==> config.mk <==
export PLATFORM = sky130hd
export DESIGN_NAME = uart_rx_status
export DESIGN_NICKNAME = d
export VERILOG_FILES = /design/src/rtl/uart_rx_status.sv
export SDC_FILE = /design/constraint.sdc
export NUM_CORES = 1
export LEC_CHECK = 0
export ABC_AREA = 1
export BUFFER_PORTS_ARGS = -buffer_cell sky130_fd_sc_hd__buf_2
export CAP_MARGIN = 15
export CELL_PAD_IN_SITES_DETAIL_PLACEMENT = 0
export CELL_PAD_IN_SITES_GLOBAL_PLACEMENT = 1
export CORE_MARGIN = 4
export CORE_UTILIZATION = 39
export CTS_CLUSTER_DIAMETER = 30
export DETAILED_ROUTE_END_ITERATION = 10
export PLACE_DENSITY_LB_ADDON = 0.1
export SLEW_MARGIN = 30
export SYNTH_ARGS = -nofsm -noshare
export SYNTH_HDL_FRONTEND = slang
export SYNTH_SLANG_ARGS = --single-unit
==> constraint.sdc <==
create_clock -name clk -period 1.5 [get_ports clk]
set_clock_uncertainty 0.15 [all_clocks]
set_input_delay 0.3 -clock clk [delete_from_list [all_inputs] [get_ports clk]]
set_output_delay 0.3 -clock clk [all_outputs]
set_load 0.02 [all_outputs]
==> src/rtl/uart_rx_status.sv <==
module uart_rx_status #(
  parameter int OSR = 16
) (
  input  logic       clk,
  input  logic       rst_n,
  input  logic       tick,
  input  logic       rxd,
  input  logic [1:0] reg_sel,
  input  logic       reg_rd,
  input  logic       reg_wr,
  input  logic [3:0] reg_wdata,
  output logic [7:0] reg_rdata,
  output logic       irq
);
  localparam int CW = $clog2(OSR);
  localparam logic [CW-1:0] MID  = CW'(OSR / 2 - 1);
  localparam logic [CW-1:0] LAST = CW'(OSR - 1);

  typedef enum logic [2:0] {S_IDLE, S_START, S_DATA, S_PAR, S_STOP} st_t;

  st_t          state;
  logic [CW-1:0] cnt;
  logic [2:0]   bitn;
  logic [7:0]   shreg, rdr;
  logic [3:0]   ctrl, armed;
  logic         pacc, par_bad;
  logic         full, ovr, perr, ferr;

  wire rx_en   = ctrl[0];
  wire any_err = ovr | perr | ferr;
  wire [2:0] last_bit = ctrl[3] ? 3'd6 : 3'd7;
  wire [7:0] data_val = ctrl[3] ? {1'b0, shreg[7:1]} : shreg;
  wire at_end  = tick && (cnt == LAST);

  wire stop_ev  = rx_en && state == S_STOP && at_end;
  wire set_full = stop_ev && !full && rxd;
  wire set_ovr  = stop_ev && full;
  wire set_perr = stop_ev && !full && par_bad;
  wire set_ferr = stop_ev && !full && !rxd;

  wire [3:0] flags = {ferr, perr, ovr, full};
  wire rd_stat = reg_rd && reg_sel == 2'd1;
  wire wr_stat = reg_wr && reg_sel == 2'd1;
  wire [3:0] clr = wr_stat ? (~reg_wdata & armed) : 4'b0;

  always_comb begin
    case (reg_sel)
      2'd0:    reg_rdata = {4'b0, ctrl};
      2'd1:    reg_rdata = {3'b0, rxd, flags};
      2'd2:    reg_rdata = rdr;
      default: reg_rdata = 8'h00;
    endcase
  end

  always_ff @(posedge clk or negedge rst_n) begin
    if (!rst_n) begin
      state <= S_IDLE; cnt <= '0; bitn <= '0; shreg <= '0;
      pacc <= 1'b0; par_bad <= 1'b0;
    end else if (!rx_en) begin
      state <= S_IDLE;
    end else if (tick) begin
      case (state)
        S_IDLE:
          if (!rxd && !any_err) begin
            state <= S_START; cnt <= '0;
          end
        S_START:
          if (cnt == MID) begin
            cnt <= '0; bitn <= '0; pacc <= 1'b0; par_bad <= 1'b0;
            state <= rxd ? S_IDLE : S_DATA;
          end else cnt <= cnt + 1'b1;
        S_DATA:
          if (cnt == LAST) begin
            cnt   <= '0;
            shreg <= {rxd, shreg[7:1]};
            pacc  <= pacc ^ rxd;
            bitn  <= bitn + 1'b1;
            if (bitn == last_bit) state <= ctrl[1] ? S_PAR : S_STOP;
          end else cnt <= cnt + 1'b1;
        S_PAR:
          if (cnt == LAST) begin
            cnt     <= '0;
            par_bad <= (pacc ^ rxd) != ctrl[2];
            state   <= S_STOP;
          end else cnt <= cnt + 1'b1;
        S_STOP:
          if (cnt == LAST) state <= S_IDLE;
          else cnt <= cnt + 1'b1;
        default: state <= S_IDLE;
      endcase
    end
  end

  always_ff @(posedge clk or negedge rst_n) begin
    if (!rst_n) begin
      ctrl <= '0; armed <= '0; rdr <= '0; irq <= 1'b0;
      full <= 1'b0; ovr <= 1'b0; perr <= 1'b0; ferr <= 1'b0;
    end else begin
      if (reg_wr && reg_sel == 2'd0) ctrl <= reg_wdata;
      full  <= set_full | (full & ~clr[0]);
      ovr   <= set_ovr  | (ovr  & ~clr[1]);
      perr  <= set_perr | (perr & ~clr[2]);
      ferr  <= set_ferr | (ferr & ~clr[3]);
      armed <= (armed | (rd_stat ? flags : 4'b0)) & ~clr;
      if (stop_ev && !full) rdr <= data_val;
      irq <= set_full;
    end
  end

  p_irq_rise_r9: assert property (@(posedge clk) disable iff (!rst_n)
    irq |-> (full && !$past(full)));
  p_frozen_r7: assert property (@(posedge clk) disable iff (!rst_n)
    (state == S_IDLE && any_err) |=> state == S_IDLE);
  p_ferr_nofull_r5: assert property (@(posedge clk) disable iff (!rst_n)
    $rose(ferr) |-> !$rose(full));
  p_ovr_keeps_r6: assert property (@(posedge clk) disable iff (!rst_n)
    $rose(ovr) |-> $stable(rdr));
  p_clear_by_sw_r8: assert property (@(posedge clk) disable iff (!rst_n)
    $fell(full) |-> $past(wr_stat && !reg_wdata[0]));
  p_off_no_data_r10: assert property (@(posedge clk) disable iff (!rst_n)
    !rx_en |=> !$rose(full));
endmodule

Word level (Yosys, flattened, before mapping) --
Index checks and enable logic that the tools add are counted.
Operators by class: add/subtract/negate cells 2, eq/ne operators 22, multiplexer cells 29, bitwise operators 20, reduce and logical (&&, ||, !) cells 26
Operators by type and width (number):
- 3-bit two-way mux | 11
- 4-bit two-way mux | 6
- 8-bit case mux with 3 select lines | 1
- 4-bit case mux with 4 select lines | 1
- 3-bit inequality test (second input constant) | 5
- 3-bit case mux with 5 select lines | 1
- 5-bit AND reduction | 3
- 1-bit logical AND | 12
- 2-bit inequality test (second input constant) | 6
- 4-bit AND | 2
- 8-bit two-way mux | 1
- 4-bit inverter | 2
- 7-bit AND reduction | 1
- 3-bit by 2-bit equality test with 1-bit output (second input constant) | 2
- 1-bit bitwise OR | 6
- 3-bit case mux with 2 select lines | 1
- 4-bit by 1-bit adder with 4-bit output (second input constant) | 1
- 1-bit AND | 4
- 4-bit by 3-bit equality test with 1-bit output (second input constant) | 1
- 4-bit equality test (second input constant) | 1
- 1-bit two-way mux | 4
- 1-bit inverter | 4
- 4-bit bitwise OR | 1
- 1-bit case mux with 2 select lines | 2
- other kinds (17) | 20
Storage, ports and cells: register bits 41, input port bits 12, output and inout bits 9, word-level logic and storage cells 113

Depth between registers and ports, before layout --
depth in word-level cells 8, depth in mapped cells 10, gate-level depth less buffers 9

Worst setup path after synthesis --
No wires, ideal clock.
path kind register to register, from register cnt[0], to register rdr[6], library setup time 0.074 ns, arrival 1.339 ns, data required time 1.276 ns, slack -0.062 ns, stages on the path, launching flop included 9, buffers on the path 1, clock period less this slack 1.562 ns, path through dfrtp_1 > ha_1 > nand3_2 > nor2_2 > nand2_4 > nor2_8 > buf_6 > o211ai_2 > o21ai_2
Between the ends: word-level cells in the longest chain between the ends 4
RTL lines:
- from (decl) | RTL line 22 | logic [CW-1:0] cnt;
- from (signal assigned) | RTL line 71 | end else cnt <= cnt + 1'b1;
- from (signal assigned) | RTL line 79 | end else cnt <= cnt + 1'b1;
- from (signal assigned) | RTL line 85 | end else cnt <= cnt + 1'b1;
- 4-bit equality test | RTL line 33 | wire at_end = tick && (cnt == LAST);
- 1-bit logical AND | RTL line 33
- 1-bit logical AND | RTL line 35 | wire stop_ev = rx_en && state == S_STOP && at_end;
- 1-bit logical AND | RTL line 105 | if (stop_ev && !full) rdr <= data_val;
- to (signal assigned) | RTL line 105
- to (decl) | RTL line 24 | logic [7:0] shreg, rdr;
Every way passes these cells. A chain may end at the register's enable or synchronous reset.

Worst setup path in the final report --
from register cnt[1], to register rdr[6]
Same word-level chain as after synthesis.

==> flow_summary.json <==
{
  "timing.final.crit_share_pct": 104.3,
  "hold_class": "input port to flip-flop",
  "worstSkewPairLatency_ps": 300,
  "post-dp-hpwl_mm": 4.187,
  "rsz0062_at_grt": "yes",
  "max-cap-violations": 0,
  "die_y_um": 83.17,
  "power_density_nw_per_um2": 1327,
  "pre_cts_slack_ps": -111.3,
  "drv_slew": 0,
  "syn_area_per_cell_sq_um": 8.012,
  "yosysWarnings": 0,
  "cts_buffers": 5,
  "min_period_ps": 1564,
  "routed_wl_mm": 5.982,
  "n_fill_cell": 500,
  "syn-cell-area_sq_um": 2203,
  "grt_pass1_vias": 1980,
  "start_util_pct": 40.01,
  "grt_overflow": 0,
  "status": "finished, violations left",
  "power_switching_mw": 1.571,
  "violations": "setup timing",
  "hold_slack_ps": 82.99,
  "drc": 0,
  "syn_inst": 275,
  "cts_max_level": 2,
  "io_pins": 21,
  "drt_iter0_drc": 98,
  "dpl_cell_area_sq_um": 2644,
  "fin_area_sq_um": 3164,
  "regArea_sq_um": 1031,
  "synth_nets": 289,
  "intPower_mw": 2.629,
  "cts_tree": "built",
  "critPathMaxStageDelay_ps": 400,
  "rows": 27,
  "synth_cell_types": 31,
  "syn2layout_area_growth_pct": 43.61,
  "core_sq_um": 5507,
  "cts.reportedPaths.clkPinSlew_ps": 80,
  "crit_type": "flip-flop to flip-flop",
  "root_buffer": "clkbuf_8",
  "cp.arrival_ps": 1610,
  "crit_path_top_delay_cell": "dfrtp_1",
  "routabilityCongestion": 0.8505,
  "cp-end-kind": "flip-flop",
  "multi_input_area_sq_um": 1185,
  "finalHoldViolations": 0,
  "via_count": 2075,
  "worstMarginPinSlew_ps": 335.2,
  "synth_seq_area_share_pct": 46.56,
  "synth-main-ff-cell": "dfrtp_1",
  "leakage_nw": 1.540,
  "worst_slack_ps": -64.44,
  "diodes": 0,
  "power_frac_clock_pct": 21.6,
  "setup_violations": 28,
  "antenna_found_initial": 0,
  "grt_usage_pct": 17.28,
  "dieWidth_um": 83.17,
  "drt-pass1-iter-count": 5,
  "slew_headroom_pct": 77.48,
  "max_clock_freq_mhz": 639.2,
  "worstPathRequired_ps": 1540,
  "dieArea_sq_um": 6916,
  "cp_cell_sequence": "ha_4 > nand3_4 > nor2_4 > nand2_4 > nor2_8 > buf_12 > buf_4 > o21ai_2",
  "cts_max_path_buffers": 2,
  "ys_seq_elements": 41,
  "viasPerCell": 4.894,
  "drive_gt1_share_pct": 41.48,
  "ant_nets": 0,
  "synth_edf_count": 0,
  "path_max_fanout": 9,
  "nets": 365,
  "async_flop_share_pct": 100.0,
  "combPwrFrac_pct": 42.7,
  "start_kind": "flip-flop",
  "grt_pass1_wl_mm": 9.639,
  "seqPwrFrac_pct": 35.7,
  "clock_sinks": 41,
  "numPortBuffers": 20,
  "grt_max_degree": 32,
  "max-vdd-ir-drop_uv": 694.7,
  "sw_frac_of_total_pct": 37.41,
  "wire_per_inst_um": 14.11
}
==> worst max-delay path: cells and delay by family, from the launching register on <==
| kind | cells | cell delay [ps] |
|---|---|---|
| AOI/OAI and AO/OA | 1 | 40 |
| adders and majority gates | 1 | 190 |
| buffers and inverters | 2 | 240 |
| DFF | 1 | 400 |
| and+or+nand+nor | 4 | 440 |
==> cell families after synthesis <==
| kind of cell | share of synthesized area [%] |
|---|---|
| mux | 1.476 |
| xor+xnor | 0.7951 |
| simple gates | 27.14 |
| flops | 46.56 |
| buf+inv | 8.574 |
| fa+ha+maj | 1.136 |
| compound gates | 14.31 |
==> through the flow <==
stage / std cells / TNS [ps] / power [mW] / utilization (%)
after global placement: 393 / -816.1 / 2.929 / 48.01
after floorplan: 275 / 0 / 2.355 / -
after detailed placement: 393 / -1280 / 2.920 / 48.01
final: 424 / -877.5 / 4.200 / 57.46
after global routing: 424 / -3740 / 4.508 / 57.46
after CTS: 413 / -843.1 / 3.990 / 53.51
==> cell usage in the layout (no fill, tap or decap), types with 5 or more instances in the layout <==
master / n
nor2_4: 6
nand2_1: 52
o21ai_1: 16
inv_2: 12
a21oi_1: 11
nand2_2: 9
buf_4: 51
nor2_1: 17
o211ai_1: 7
buf_2: 14
dfrtp_1: 37
nor2_2: 8
inv_1: 29
nand3_1: 19
clkbuf_8: 5
==> cell usage after synthesis (2+ instances only) <==
cell,n,area share [%]
dfrtp_1,41,47
o22ai_1,5,1.4
a211oi_1,2,0.68
nand4_1,2,0.57
mux2_2,2,1.0
nor3_1,5,1.1
ha_1,2,1.1
nand3_2,3,1.4
nor2_2,6,1.7
clkbuf_1,2,0.34
xor2_1,2,0.80
o21ai_1,13,3.0
inv_2,4,0.68
nand2_1,61,10
buf_6,2,1.0
inv_1,37,6.3
o211ai_1,7,2.4
a21oi_1,13,3.0
nand3_1,21,4.8
nor2_1,24,4.1
nand2_2,3,0.85
o221ai_1,4,1.6
o21ai_0,6,1.4
==> state kept, by name (all words and copies together), names as in the netlist <==
name,cells
irq,1
shreg,8
ferr,1
perr,1
par_bad,1
bitn,3
armed,4
ctrl,4
full,1
pacc,1
state,3
ovr,1
cnt,4
rdr,8
==> repair_timing <==
action / CTS / global route
hold endpoints to repair: 10 / 0
gates cloned: 0 / 1
pin swaps: 7 / 14
setup buffers: 11 / 10
resized for setup: 31 / 35
endpoints found under the setup margin: 36 / 41
hold buffers: 1 / 0
==> final timing paths <==
| check | depth (start not counted) | slack, ps | startpoint | endpoint |
|---|---|---|---|---|
| setup reg to reg | 8 | -60 | cnt[1]$_DFFE_PN0P_ | rdr[6]$_DFFE_PN0N_ |
| max in group asynchronous | 3 | 460 | rst_n | state[1]$_DFFE_PN0P_ |
| hold / removal | 2 | 80 | rxd | ferr$_DFF_PN0_ |
| hold reg to reg | 2 | 350 | shreg[0]$_DFFE_PN0P_ | shreg[0]$_DFFE_PN0P_ |
| setup / recovery | 8 | -60 | cnt[1]$_DFFE_PN0P_ | rdr[6]$_DFFE_PN0N_ |
| min in group asynchronous | 2 | 260 | rst_n | armed[3]$_DFF_PN0_ |
==> area by class of cell <==
type / instances / share of cell area (%)
Tap cell: 72 / 2.847
Clock inverter: 2 / 1.226
Sequential cell: 41 / 32.58
Timing Repair Buffer: 74 / 18.74
Multi-Input combinational cell: 188 / 37.45
Clock buffer: 6 / 2.293
Inverter: 41 / 4.864
==> layer usage <==
metal | share of wire [%] | vias up | global-route usage, %
met2 | 46 | 36 | 26.17
met4 | 1.3 | 0 | 5.498
met1 | 49 | 976 | 24.41
met3 | 3.7 | 6 | 3.968
met5 | 0 | - | 0
li1 | - | 1057 | -
==> power groups by stage <==
stage,Combinational (mW),Sequential (mW),Clock [mW]
after floorplan,0.877,1.48,0
after global placement,1.41,1.52,0
after detailed placement,1.40,1.52,0
after CTS,1.57,1.49,0.932
after global routing,1.99,1.54,0.979
final,1.79,1.50,0.907
(Power assumes the default switching activity.)
